**src/rtl/gpb_pkg.sv**
```systemverilog
package gpb_pkg;
   localparam int REG_W      = 32;
   // group base offsets (software visible)
   localparam int OFS_OWN    = 32'h000;
   localparam int OFS_IEN    = 32'h090;
   localparam int OFS_CFG    = 32'h100;
   localparam int CFG_STRIDE = 8;
   localparam int MAX_WORDS  = 28;
   // word 1 field positions
   localparam int C1_OUT  = 31;
   localparam int C1_IN   = 30;
   localparam int C1_TLVL = 4;
   localparam int C1_TINV = 3;
   localparam int C1_DIR  = 2;
   localparam int C1_MODE = 0;
   // word 2 field positions
   localparam int C2_NOSENSE = 2;
   localparam int C2_PULL_HI = 1;
   localparam int C2_PULL_LO = 0;

   typedef enum logic [1:0] {SP_NONE, SP_OWN, SP_IEN, SP_CFG} space_e;

   typedef struct packed {
      logic       out_lvl;
      logic       trig_lvl;
      logic       trig_inv;
      logic       dir_in;
      logic       gpio_mode;
      logic       sense_off;
      logic [1:0] pull;
   } pin_cfg_t;

   localparam pin_cfg_t CFG_RESET = '{out_lvl: 1'b0, trig_lvl: 1'b0, trig_inv: 1'b0,
                                      dir_in: 1'b1, gpio_mode: 1'b0, sense_off: 1'b1,
                                      pull: 2'b00};
endpackage

```
**src/rtl/gpb_addr_dec.sv**
```systemverilog
module gpb_addr_dec
   import gpb_pkg::*;
#(
   parameter int NUM_PINS = 94,
   parameter int ADDR_W   = 12,
   localparam int NUM_WORDS = (NUM_PINS + REG_W - 1) / REG_W,
   localparam int WIDX_W    = (NUM_WORDS > 1) ? $clog2(NUM_WORDS) : 1,
   localparam int PIN_W     = $clog2(NUM_PINS)
) (
   input  logic [ADDR_W-1:0] addr,
   output space_e            space,
   output logic [WIDX_W-1:0] word_idx,
   output logic [PIN_W-1:0]  pin_idx,
   output logic              hi_word
);
   localparam logic [ADDR_W-1:0] OWN_HI = ADDR_W'(OFS_OWN + 4 * NUM_WORDS);
   localparam logic [ADDR_W-1:0] IEN_LO = ADDR_W'(OFS_IEN);
   localparam logic [ADDR_W-1:0] IEN_HI = ADDR_W'(OFS_IEN + 4 * NUM_WORDS);
   localparam logic [ADDR_W-1:0] CFG_LO = ADDR_W'(OFS_CFG);
   localparam logic [ADDR_W-1:0] CFG_HI = ADDR_W'(OFS_CFG + CFG_STRIDE * NUM_PINS);

   logic [ADDR_W-1:0] rel_ien;
   logic [ADDR_W-1:0] rel_cfg;
   logic              unused_low;

   assign rel_ien    = addr - IEN_LO;
   assign rel_cfg    = addr - CFG_LO;
   assign unused_low = ^{addr[1:0], rel_ien[1:0], rel_cfg[1:0]};

   // anything outside the three windows decodes to SP_NONE
   always_comb begin
      space    = SP_NONE;
      word_idx = '0;
      pin_idx  = '0;
      hi_word  = 1'b0;
      if (addr >= CFG_LO && addr < CFG_HI) begin
         space   = SP_CFG;
         pin_idx = PIN_W'(rel_cfg >> 3);
         hi_word = rel_cfg[2];
      end else if (addr >= IEN_LO && addr < IEN_HI) begin
         space    = SP_IEN;
         word_idx = WIDX_W'(rel_ien >> 2);
      end else if (addr < OWN_HI) begin
         space    = SP_OWN;
         word_idx = WIDX_W'(addr >> 2);
      end
   end
endmodule

```
**src/rtl/gpb_in_sync.sv**
```systemverilog
module gpb_in_sync #(
   parameter int WIDTH  = 94,
   parameter int STAGES = 2
) (
   input  logic             clk,
   input  logic             rst_n,
   input  logic [WIDTH-1:0] d,
   output logic [WIDTH-1:0] q
);
   if (STAGES == 0) begin : g_bypass
      logic unused_clk;
      assign unused_clk = clk ^ rst_n;
      assign q = d;
   end else begin : g_chain
      logic [WIDTH-1:0] stage_q [STAGES];
      always_ff @(posedge clk or negedge rst_n) begin
         if (!rst_n) begin
            for (int s = 0; s < STAGES; s++) stage_q[s] <= '0;
         end else begin
            stage_q[0] <= d;
            for (int s = 1; s < STAGES; s++) stage_q[s] <= stage_q[s-1];
         end
      end
      assign q = stage_q[STAGES-1];
   end
endmodule

```
**src/rtl/gpb_bitmaps.sv**
```systemverilog
module gpb_bitmaps
   import gpb_pkg::*;
#(
   parameter int NUM_PINS = 94,
   localparam int NUM_WORDS = (NUM_PINS + REG_W - 1) / REG_W,
   localparam int WIDX_W    = (NUM_WORDS > 1) ? $clog2(NUM_WORDS) : 1
) (
   input  logic                clk,
   input  logic                rst_n,
   input  logic [NUM_PINS-1:0] strap_own,
   input  logic                ien_wr,
   input  logic [WIDX_W-1:0]   word_idx,
   input  logic [REG_W-1:0]    wdata,
   output logic [NUM_PINS-1:0] irq_en,
   output logic [REG_W-1:0]    own_word,
   output logic [REG_W-1:0]    ien_word
);
   logic [NUM_PINS-1:0]          own_q;
   logic [NUM_PINS-1:0]          ien_q;
   logic [NUM_WORDS*REG_W-1:0]   own_pad;
   logic [NUM_WORDS*REG_W-1:0]   ien_pad;

   // straps are sampled on every edge while reset is held, then frozen
   always_ff @(posedge clk) begin
      if (!rst_n) own_q <= strap_own;
   end

   // enable map, one bit per pin
   always_ff @(posedge clk or negedge rst_n) begin
      if (!rst_n) begin
         ien_q <= '0;
      end else if (ien_wr) begin
         for (int b = 0; b < NUM_PINS; b++) begin
            if (b / REG_W == int'(word_idx)) ien_q[b] <= wdata[b % REG_W];
         end
      end
   end

   assign irq_en = ien_q;

   always_comb begin
      own_pad = '0;
      ien_pad = '0;
      own_pad[NUM_PINS-1:0] = own_q;
      ien_pad[NUM_PINS-1:0] = ien_q;
      own_word = '0;
      ien_word = '0;
      for (int w = 0; w < NUM_WORDS; w++) begin
         if (word_idx == WIDX_W'(w)) begin
            own_word = own_pad[w*REG_W +: REG_W];
            ien_word = ien_pad[w*REG_W +: REG_W];
         end
      end
   end
endmodule

```
**src/rtl/gpb_pin_bank.sv**
```systemverilog
module gpb_pin_bank
   import gpb_pkg::*;
#(
   parameter int NUM_PINS = 94,
   localparam int PIN_W = $clog2(NUM_PINS)
) (
   input  logic                  clk,
   input  logic                  rst_n,
   input  logic                  cfg_wr,
   input  logic [PIN_W-1:0]      pin_idx,
   input  logic                  hi_word,
   input  logic [REG_W-1:0]      wdata,
   input  logic [NUM_PINS-1:0]   sync_in,
   output logic [REG_W-1:0]      cfg_word,
   output logic [NUM_PINS-1:0]   pad_out,
   output logic [NUM_PINS-1:0]   pad_oe,
   output logic [NUM_PINS-1:0]   pad_ie,
   output logic [2*NUM_PINS-1:0] pull_sel,
   output logic [NUM_PINS-1:0]   trig_level,
   output logic [NUM_PINS-1:0]   trig_inv
);
   pin_cfg_t            cfg_q [NUM_PINS];
   logic [NUM_PINS-1:0] sensed;
   pin_cfg_t            rd_cfg;
   logic                rd_sense;
   logic                unused_wdata;

   assign unused_wdata = ^wdata;

   // only the addressed pin's half-record is updated
   always_ff @(posedge clk or negedge rst_n) begin
      if (!rst_n) begin
         for (int p = 0; p < NUM_PINS; p++) cfg_q[p] <= CFG_RESET;
      end else if (cfg_wr) begin
         for (int p = 0; p < NUM_PINS; p++) begin
            if (pin_idx == PIN_W'(p)) begin
               if (hi_word) begin
                  cfg_q[p].sense_off <= wdata[C2_NOSENSE];
                  cfg_q[p].pull      <= wdata[C2_PULL_HI:C2_PULL_LO];
               end else begin
                  cfg_q[p].out_lvl   <= wdata[C1_OUT];
                  cfg_q[p].trig_lvl  <= wdata[C1_TLVL];
                  cfg_q[p].trig_inv  <= wdata[C1_TINV];
                  cfg_q[p].dir_in    <= wdata[C1_DIR];
                  cfg_q[p].gpio_mode <= wdata[C1_MODE];
               end
            end
         end
      end
   end

   // per-pin pad drive
   for (genvar p = 0; p < NUM_PINS; p++) begin : g_pin
      assign pad_oe[p]         = cfg_q[p].gpio_mode & ~cfg_q[p].dir_in;
      assign pad_out[p]        = pad_oe[p] & cfg_q[p].out_lvl;
      assign pad_ie[p]         = ~cfg_q[p].sense_off;
      assign pull_sel[2*p +: 2] = cfg_q[p].pull;
      assign trig_level[p]     = cfg_q[p].trig_lvl;
      assign trig_inv[p]       = cfg_q[p].trig_inv;
      assign sensed[p]         = sync_in[p] & ~cfg_q[p].sense_off;
   end

   // readback of the addressed record
   always_comb begin
      rd_cfg   = '0;
      rd_sense = 1'b0;
      for (int p = 0; p < NUM_PINS; p++) begin
         if (pin_idx == PIN_W'(p)) begin
            rd_cfg   = cfg_q[p];
            rd_sense = sensed[p];
         end
      end
      cfg_word = '0;
      if (hi_word) begin
         cfg_word[C2_NOSENSE]             = rd_cfg.sense_off;
         cfg_word[C2_PULL_HI:C2_PULL_LO]  = rd_cfg.pull;
      end else begin
         cfg_word[C1_OUT]  = rd_cfg.out_lvl;
         cfg_word[C1_IN]   = rd_sense;
         cfg_word[C1_TLVL] = rd_cfg.trig_lvl;
         cfg_word[C1_TINV] = rd_cfg.trig_inv;
         cfg_word[C1_DIR]  = rd_cfg.dir_in;
         cfg_word[C1_MODE] = rd_cfg.gpio_mode;
      end
   end
endmodule

```
**src/rtl/gpio_bank_regs.sv**
```systemverilog
module gpio_bank_regs
   import gpb_pkg::*;
#(
   parameter int NUM_PINS    = 94,
   parameter int ADDR_W      = 12,
   parameter int SYNC_STAGES = 2
) (
   input  logic                  clk,
   input  logic                  rst_n,
   input  logic [NUM_PINS-1:0]   strap_own,
   input  logic                  bus_sel,
   input  logic                  bus_wr,
   input  logic [ADDR_W-1:0]     bus_addr,
   input  logic [REG_W-1:0]      bus_wdata,
   output logic [REG_W-1:0]      bus_rdata,
   input  logic [NUM_PINS-1:0]   pad_in,
   output logic [NUM_PINS-1:0]   pad_out,
   output logic [NUM_PINS-1:0]   pad_oe,
   output logic [NUM_PINS-1:0]   pad_ie,
   output logic [2*NUM_PINS-1:0] pull_sel,
   output logic [NUM_PINS-1:0]   trig_level,
   output logic [NUM_PINS-1:0]   trig_inv,
   output logic [NUM_PINS-1:0]   irq_en
);
   localparam int NUM_WORDS = (NUM_PINS + REG_W - 1) / REG_W;
   localparam int WIDX_W    = (NUM_WORDS > 1) ? $clog2(NUM_WORDS) : 1;
   localparam int PIN_W     = $clog2(NUM_PINS);
   localparam longint CFG_END = longint'(OFS_CFG) + longint'(CFG_STRIDE) * NUM_PINS;

   // elaboration-time parameter checks
   if (NUM_PINS < 2) begin : g_bad_pins
      $error("gpio_bank_regs: NUM_PINS must be at least 2");
   end
   if (NUM_WORDS > MAX_WORDS) begin : g_bad_words
      $error("gpio_bank_regs: bitmap groups would overlap");
   end
   if (CFG_END > (longint'(1) << ADDR_W)) begin : g_bad_addr
      $error("gpio_bank_regs: ADDR_W too small for the configuration area");
   end
   if (SYNC_STAGES < 0) begin : g_bad_sync
      $error("gpio_bank_regs: SYNC_STAGES must not be negative");
   end

   space_e            space;
   logic [WIDX_W-1:0] word_idx;
   logic [PIN_W-1:0]  pin_idx;
   logic              hi_word;
   logic              rd_req;
   logic              wr_req;
   logic [NUM_PINS-1:0] sync_in;
   logic [REG_W-1:0]  own_word;
   logic [REG_W-1:0]  ien_word;
   logic [REG_W-1:0]  cfg_word;
   logic [REG_W-1:0]  rd_mux;
   logic [REG_W-1:0]  rdata_q;

   assign rd_req = bus_sel & ~bus_wr;
   assign wr_req = bus_sel &  bus_wr;

   gpb_addr_dec #(.NUM_PINS(NUM_PINS), .ADDR_W(ADDR_W)) u_dec (
      .addr     (bus_addr),
      .space    (space),
      .word_idx (word_idx),
      .pin_idx  (pin_idx),
      .hi_word  (hi_word)
   );

   gpb_in_sync #(.WIDTH(NUM_PINS), .STAGES(SYNC_STAGES)) u_sync (
      .clk   (clk),
      .rst_n (rst_n),
      .d     (pad_in),
      .q     (sync_in)
   );

   gpb_bitmaps #(.NUM_PINS(NUM_PINS)) u_maps (
      .clk       (clk),
      .rst_n     (rst_n),
      .strap_own (strap_own),
      .ien_wr    (wr_req && space == SP_IEN),
      .word_idx  (word_idx),
      .wdata     (bus_wdata),
      .irq_en    (irq_en),
      .own_word  (own_word),
      .ien_word  (ien_word)
   );

   gpb_pin_bank #(.NUM_PINS(NUM_PINS)) u_pins (
      .clk        (clk),
      .rst_n      (rst_n),
      .cfg_wr     (wr_req && space == SP_CFG),
      .pin_idx    (pin_idx),
      .hi_word    (hi_word),
      .wdata      (bus_wdata),
      .sync_in    (sync_in),
      .cfg_word   (cfg_word),
      .pad_out    (pad_out),
      .pad_oe     (pad_oe),
      .pad_ie     (pad_ie),
      .pull_sel   (pull_sel),
      .trig_level (trig_level),
      .trig_inv   (trig_inv)
   );

   // unmapped space contributes zero
   always_comb begin
      case (space)
         SP_OWN:  rd_mux = own_word;
         SP_IEN:  rd_mux = ien_word;
         SP_CFG:  rd_mux = cfg_word;
         default: rd_mux = '0;
      endcase
   end

   // registered readout, zero when no read was accepted
   always_ff @(posedge clk or negedge rst_n) begin
      if (!rst_n)      rdata_q <= '0;
      else if (rd_req) rdata_q <= rd_mux;
      else             rdata_q <= '0;
   end

   assign bus_rdata = rdata_q;
endmodule

```
**config.mk**
```make
export PLATFORM = sky130hd
export DESIGN_NAME = gpio_bank_regs
export DESIGN_NICKNAME = d
export VERILOG_FILES = /design/src/rtl/gpb_pkg.sv /design/src/rtl/gpb_addr_dec.sv /design/src/rtl/gpb_in_sync.sv /design/src/rtl/gpb_bitmaps.sv /design/src/rtl/gpb_pin_bank.sv /design/src/rtl/gpio_bank_regs.sv
export SDC_FILE = /design/constraint.sdc
export NUM_CORES = 2
export LEC_CHECK = 0
export BUFFER_PORTS_ARGS = -buffer_cell sky130_fd_sc_hd__buf_2
export CAP_MARGIN = 10
export CORE_AREA = 4 4 400 402
export CTS_CLUSTER_DIAMETER = 50
export DETAILED_ROUTE_END_ITERATION = 10
export DIE_AREA = 0 0 404 406
export GPL_ROUTABILITY_DRIVEN = 0
export HOLD_SLACK_MARGIN = 0.03
export PLACE_DENSITY_LB_ADDON = 0.1
export SYNTH_ARGS = -nofsm -noshare
export SYNTH_HDL_FRONTEND = slang
export SYNTH_SLANG_ARGS = --single-unit
```
**constraint.sdc**
```tcl
create_clock -name clk -period 2.76 [get_ports clk]
set_clock_uncertainty 0.2 [all_clocks]
set_input_delay 0.138 -clock clk [delete_from_list [all_inputs] [get_ports clk]]
set_output_delay 0.138 -clock clk [all_outputs]
set_load 0.05 [all_outputs]
```
* Yosys cells after proc, flatten, opt, wreduce, memory -nomap -nowiden
Cells that the tools add are included. Widths: inputs -> output; s select.
Storage, ports and cells: output and inout bits 784, flip-flop bits (word level) 1160, input bits 236, logic and storage cells 1653
Operators by class: bitwise operators 474, order comparisons 5, equality and inequality tests 100, reductions and logical operators 198, $add $sub $neg 2, muxes and demuxes 209
Operators by type and width (number):
- $mux 8 | 94
- $reduce_and 3->1 | 188
- $and 1x1->1 | 284
- $eq 7x6->1 const B | 32
- $mux 32 | 7
- $eq 7x7->1 const B | 30
- $not 1->1 | 190
- $eq 7x5->1 const B | 16
- $mux 1 | 99
- $pmux 32 s3 | 1
- $eq 7x4->1 const B | 8
- $eq 7x3->1 const B | 4
- $eq 7x2->1 const B | 2
- $mux 2 | 7
- $ge 12x8->1 const B | 1
- $ge 12x9->1 const B | 1
- $lt 12x10->1 const B | 1
- $lt 12x4->1 const B | 1
- $lt 12x8->1 const B | 1
- $sub 10x9->10 const B | 1
- $eq 7x1->1 const B | 1
- $logic_not 7->1 | 1
- $mux 7 | 1
- $eq 2x2->1 const B | 3
- 6 further kinds | 14

* Longest topological paths before layout
depth after elaboration 101, depth in mapped cells 16, depth with buffers taken out 11

* Modules after synthesis
A second synthesis with hierarchy kept.
Unflattened totals: cell total of the unflattened synthesis 5070, area total of the unflattened synthesis 58840.2 µm²
By module, submodules not included:
- gpb_pin_bank | times used 1, cells each 4158, area each 43678.1 µm², seq. area each 19053.3 µm²
- gpb_bitmaps | times used 1, cells each 446, area each 7683.6 µm², seq. area each 5175.0 µm²
- gpb_in_sync | times used 1, cells each 282, area each 5410.2 µm², seq. area each 4704.5 µm²
- gpio_bank_regs | times used 1, cells each 151, area each 1765.4 µm², seq. area each 800.8 µm²
- gpb_addr_dec | times used 1, cells each 33, area each 302.8 µm², seq. area each 0.0 µm²

* Least setup slack after synthesis
No wires, ideal clock.
kind input to register, start point input bus_addr[8], end point register rdata_q[2] (netlist: bus_rdata[2]), arrival time 2.826 ns, setup time 0.126 ns, data required time 2.434 ns, path slack -0.392 ns, cell stages on the path 13, path buffers 3, path through buf_2 > inv_1 > ha_1 > buf_2 > nor3b_2 > nand2_1 > clkbuf_1 > nor3_1 > a31oi_1 > or4_1 > o211ai_1 > a41oi_1 > a221o_1
On the way: cells in the longest elaborated chain, start to end 101, elaborated cells between the ends (all ways) 219, those cells by class 1 x add/sub; 5 x order compare; 98 x eq/ne; 111 x mux; 4 x reduce/logical
RTL lines:
- start, declared | line gpio_bank_regs.sv:13 | input logic [ADDR_W-1:0] bus_addr,
- $ge 12x9->1 or $lt 12x10->1 (tied branches) | line gpb_addr_dec.sv:36 | if (addr >= CFG_LO && addr < CFG_HI) begin
- $logic_and 1x1->1 | line gpb_addr_dec.sv:36
- $mux 7 | line gpb_addr_dec.sv:36
- $logic_not 7->1 | line gpb_pin_bank.sv:68 | if (pin_idx == PIN_W'(p)) begin
- $mux 8 (94 in series) | line gpb_pin_bank.sv:68
- $mux 1 | line gpb_pin_bank.sv:74 | if (hi_word) begin
- $pmux 32 s3 (*) | line gpio_bank_regs.sv:106 | case (space)
- $mux 32 (*) | line gpio_bank_regs.sv:117 | else if (rd_req) rdata_q <= rd_mux;
- end signal, assigned | line gpio_bank_regs.sv:117
- end, declared | line gpio_bank_regs.sv:55 | logic [REG_W-1:0] rdata_q;
Every way passes the cells marked *; elsewhere a longest branch is shown, timed or not. A chain may end at the register's enable or synchronous reset.

* Worst setup path after layout
start point input bus_addr[4], end point register rdata_q[2] (netlist: bus_rdata[2])
The elaborated chain is that of the path after synthesis.

==> results.cfg <==
[placed_design]
place_inst = 8527
port-buffer-count = 1019
dpl-instance-area_um2 = 70400
hpwl_um = 252000

[cts]
cts_tree = built
cts_made_buffers = 158
clock_path_buffers = 3
cts-root-buf = clkbuf_16
cts-htree-levels = 4
path_clk_slew_ns = 0.06
cts.sinks = 1160
clk_latency_ns = 0.84

[worst_setup_path]
startpoint = bus_addr[4]
path_max_fanout = 11
cp-end-kind = register
r2r-start = u_pins.cfg_q[714]$_DFFE_PN1P_
crit_chain = buf_4, buf_4, or4b_1, buf_4, o21ai_0, nor3_1, o22ai_1, nand3_1, nor4_2, a211o_1, a41oi_2, a221o_1
crit_family = simple AND/OR/NAND/NOR gates
arrival_ns = 3.41
cp_common_cell = buf_4
slowest_stage = or4b_1
slowest_delay_ns = 0.66
crit_required_ns = 3.26
cp-start-kind = primary input
crit_type = in -> reg
worst-path-buf-inv = 3

[global_route]
grt_pass1_wl_um = 435000
grt_pass1_vias = 53600
grt-ovfl-total = 0
antenna_found_initial = 30
grt_max_degree = 123
track_usage_pct = 38.0

[synthesis]
ys_seq_elements = 1160
synth_edf_count = 94
synthFlopType = dfrtp_1
synth.distinct_cells = 105
syn_nets = 5234
synth_cells = 4994
async_flop_share_pct = 91.9
ys_warn_count = 0
synthesis.area_um2 = 56600
ys_seq_area_share_pct = 52.5
avgSynthCellArea_um2 = 11.3

[timing]
clock.fmax_mhz = 344
rsz0062_at_grt = true
min_period_ns = 2.91
slew_violations = 0
final.setup.worst_slack_ns = -0.149
setup_viol = 6
hold_violations = 0
finalCritPeriodShare_pct = 105
slew_headroom_pct = 16.7
worst_slew_pin_slew_ns = 1.25
fin_hold_ws_ns = 0.00897

[cells_and_area]
stdcell_count = 9292
layout-drive-gt1-share_pct = 50.5
final_cell_mix = 1069 x buf_4, 1006 x buf_2, 878 x dfrtp_1
syn2layout_area_growth_pct = 43.4
final_nets = 7323
fin_area_um2 = 81200
fill_cells = 14200
mostFrequentLayoutCell = buf_4

[die]
num_rows = 145
die-area_um2 = 164000
die_w_um = 404
start_util_pct = 36.3
pin_count = 1020
core_um2 = 156000
die_h_um = 406

[pwr]
power_density_nw_per_um2 = 530
peakVddDrop_mv = 0.503
power_leakage_nw = 39.7

[drt]
drtPass1Iterations = 8
vias = 54100
drt_iter0_markers = 6426
drcViolationCount = 0
wirelength_um = 323000
wl_per_cell_um = 34.8
postRouteAntennaNets = 0
via_per_inst = 5.82

[outcome]
violations = negative setup slack
status = finished, violations left

[flow_run]
cap_violations = 0

[min_path]
min_path_type = in -> async
## layer usage
layer,vias to the layer above,share of wire (%),global-route usage (%)
li1,22000,-,-
met1,27500,37,46.4
met2,3528,44,57.7
met3,994,11,12.6
met4,17,8.1,24.7
met5,-,0.097,0
## cell usage after synthesis, drive strengths merged, types with 16 or more instances
cell / number / area share [%]
a31oi: 25 / 0.29
clkbuf: 172 / 1.1
nand2: 295 / 2.0
o211ai: 31 / 0.42
nor2: 314 / 2.2
nand3: 86 / 0.80
mux2i: 16 / 0.28
a2bb2oi: 30 / 0.46
a22oi: 88 / 1.2
dfrtp: 878 / 39
edfxtp: 94 / 5.0
o21ai: 224 / 2.0
nor4: 71 / 0.86
nor3: 100 / 1.1
nand4: 71 / 0.78
dfstp: 188 / 8.7
mux2: 780 / 16
a21oi: 159 / 1.4
a221oi: 46 / 0.71
a32oi: 16 / 0.25
a211oi: 33 / 0.45
nor2b: 115 / 1.3
o221ai: 25 / 0.39
and3: 16 / 0.18
and2: 104 / 1.1
buf: 524 / 6.3
o22ai: 66 / 0.73
a221o: 16 / 0.28
inv: 122 / 0.81
## final timing paths
check | to | slack [ns] | cells past startpoint
max | bus_rdata[2]$_DFF_PN0_ | -0.15 | 12
min | u_pins.pull_sel[131]$_DFFE_PN0P_ | 0.009 | 3
max reg2reg | bus_rdata[2]$_DFF_PN0_ | -0.10 | 12
min reg2reg | u_sync.q[88]$_DFF_PN0_ | 0.14 | 0
max in group asynchronous | u_pins.trig_level[63]$_DFFE_PN0P_ | 0.40 | 5
min in group clk | u_pins.cfg_q[698]$_DFFE_PN1P_ | 0.09 | 5
## timing repair
item                                     CTS  global route
hold buffers                             441             0
gates resized for setup                   91            65
endpoints found under the setup margin     8            13
pin swaps                                 31            40
buffers inserted                           9             7
endpoints found under the hold margin   1976             0
cloned                                     0             0
## worst reg2reg max path, delay by kind of cell, from the launching register on
kind,cells,cell delay [ns]
AOI/OAI and AO/OA,8,1.35
buffers and inverters,3,0.42
DFF,1,0.37
and+or+nand+nor,1,0.37
## cell families after synthesis
logic type,after synthesis,share of synthesized area (%)
adders and majority gates,4,0.0884
DFF,1160,52.5
AOI/OAI and AO/OA,942,11.5
buffers and inverters,819,8.27
and+or+nand+nor,1272,11.8
xor gates and xnor gates,1,0.0155
muxes,796,15.8
## final cells by class
type,count,area (µm²),share of cell area [%]
Clock buffer,215,4400,5.42
Antenna cell,17,42.5,0.0524
Clock inverter,79,1090,1.34
Sequential cell,1160,29700,36.6
Timing Repair Buffer,2625,19500,24.0
Inverter,123,468,0.576
Tap cell,2058,2570,3.17
Multi-Input combinational cell,3015,23400,28.8
## state kept, by name, summed over array words and instances (netlist names)
| register | flops |
|---|---|
| u_sync.g_chain.stage_q | 94 |
| u_pins.pull_sel | 188 |
| u_sync.q | 94 |
| u_maps.irq_en | 94 |
| u_pins.cfg_q | 376 |
| bus_rdata | 32 |
| u_pins.trig_level | 94 |
| u_pins.trig_inv | 94 |
| u_maps.own_q | 94 |
## where the power goes
part           internal, W  total (W)  leakage [nW]  switching (W)
logic              0.00149    0.00385          22.3        0.00236
registers           0.0175     0.0177          14.7       0.000196
clock network       0.0128     0.0215          2.66        0.00866
total               0.0318     0.0431          39.7         0.0112
## stage by stage
stage          worst slack [ns]  util, %  setup TNS [ns]  total power [W]
2_1_floorplan           -0.0531        -          -0.103           0.0190
3_3_place_gp              -1.73     45.1         -390.65           0.0212
3_5_place_dp              -1.41     45.1         -378.94           0.0212
4_1_cts                 -0.0579     51.8         -0.0579           0.0431
5_1_grt                 -0.0881     52.0          -0.154           0.0441
6_report                 -0.149     52.0          -0.351           0.0431
(Power assumes the default switching activity.)
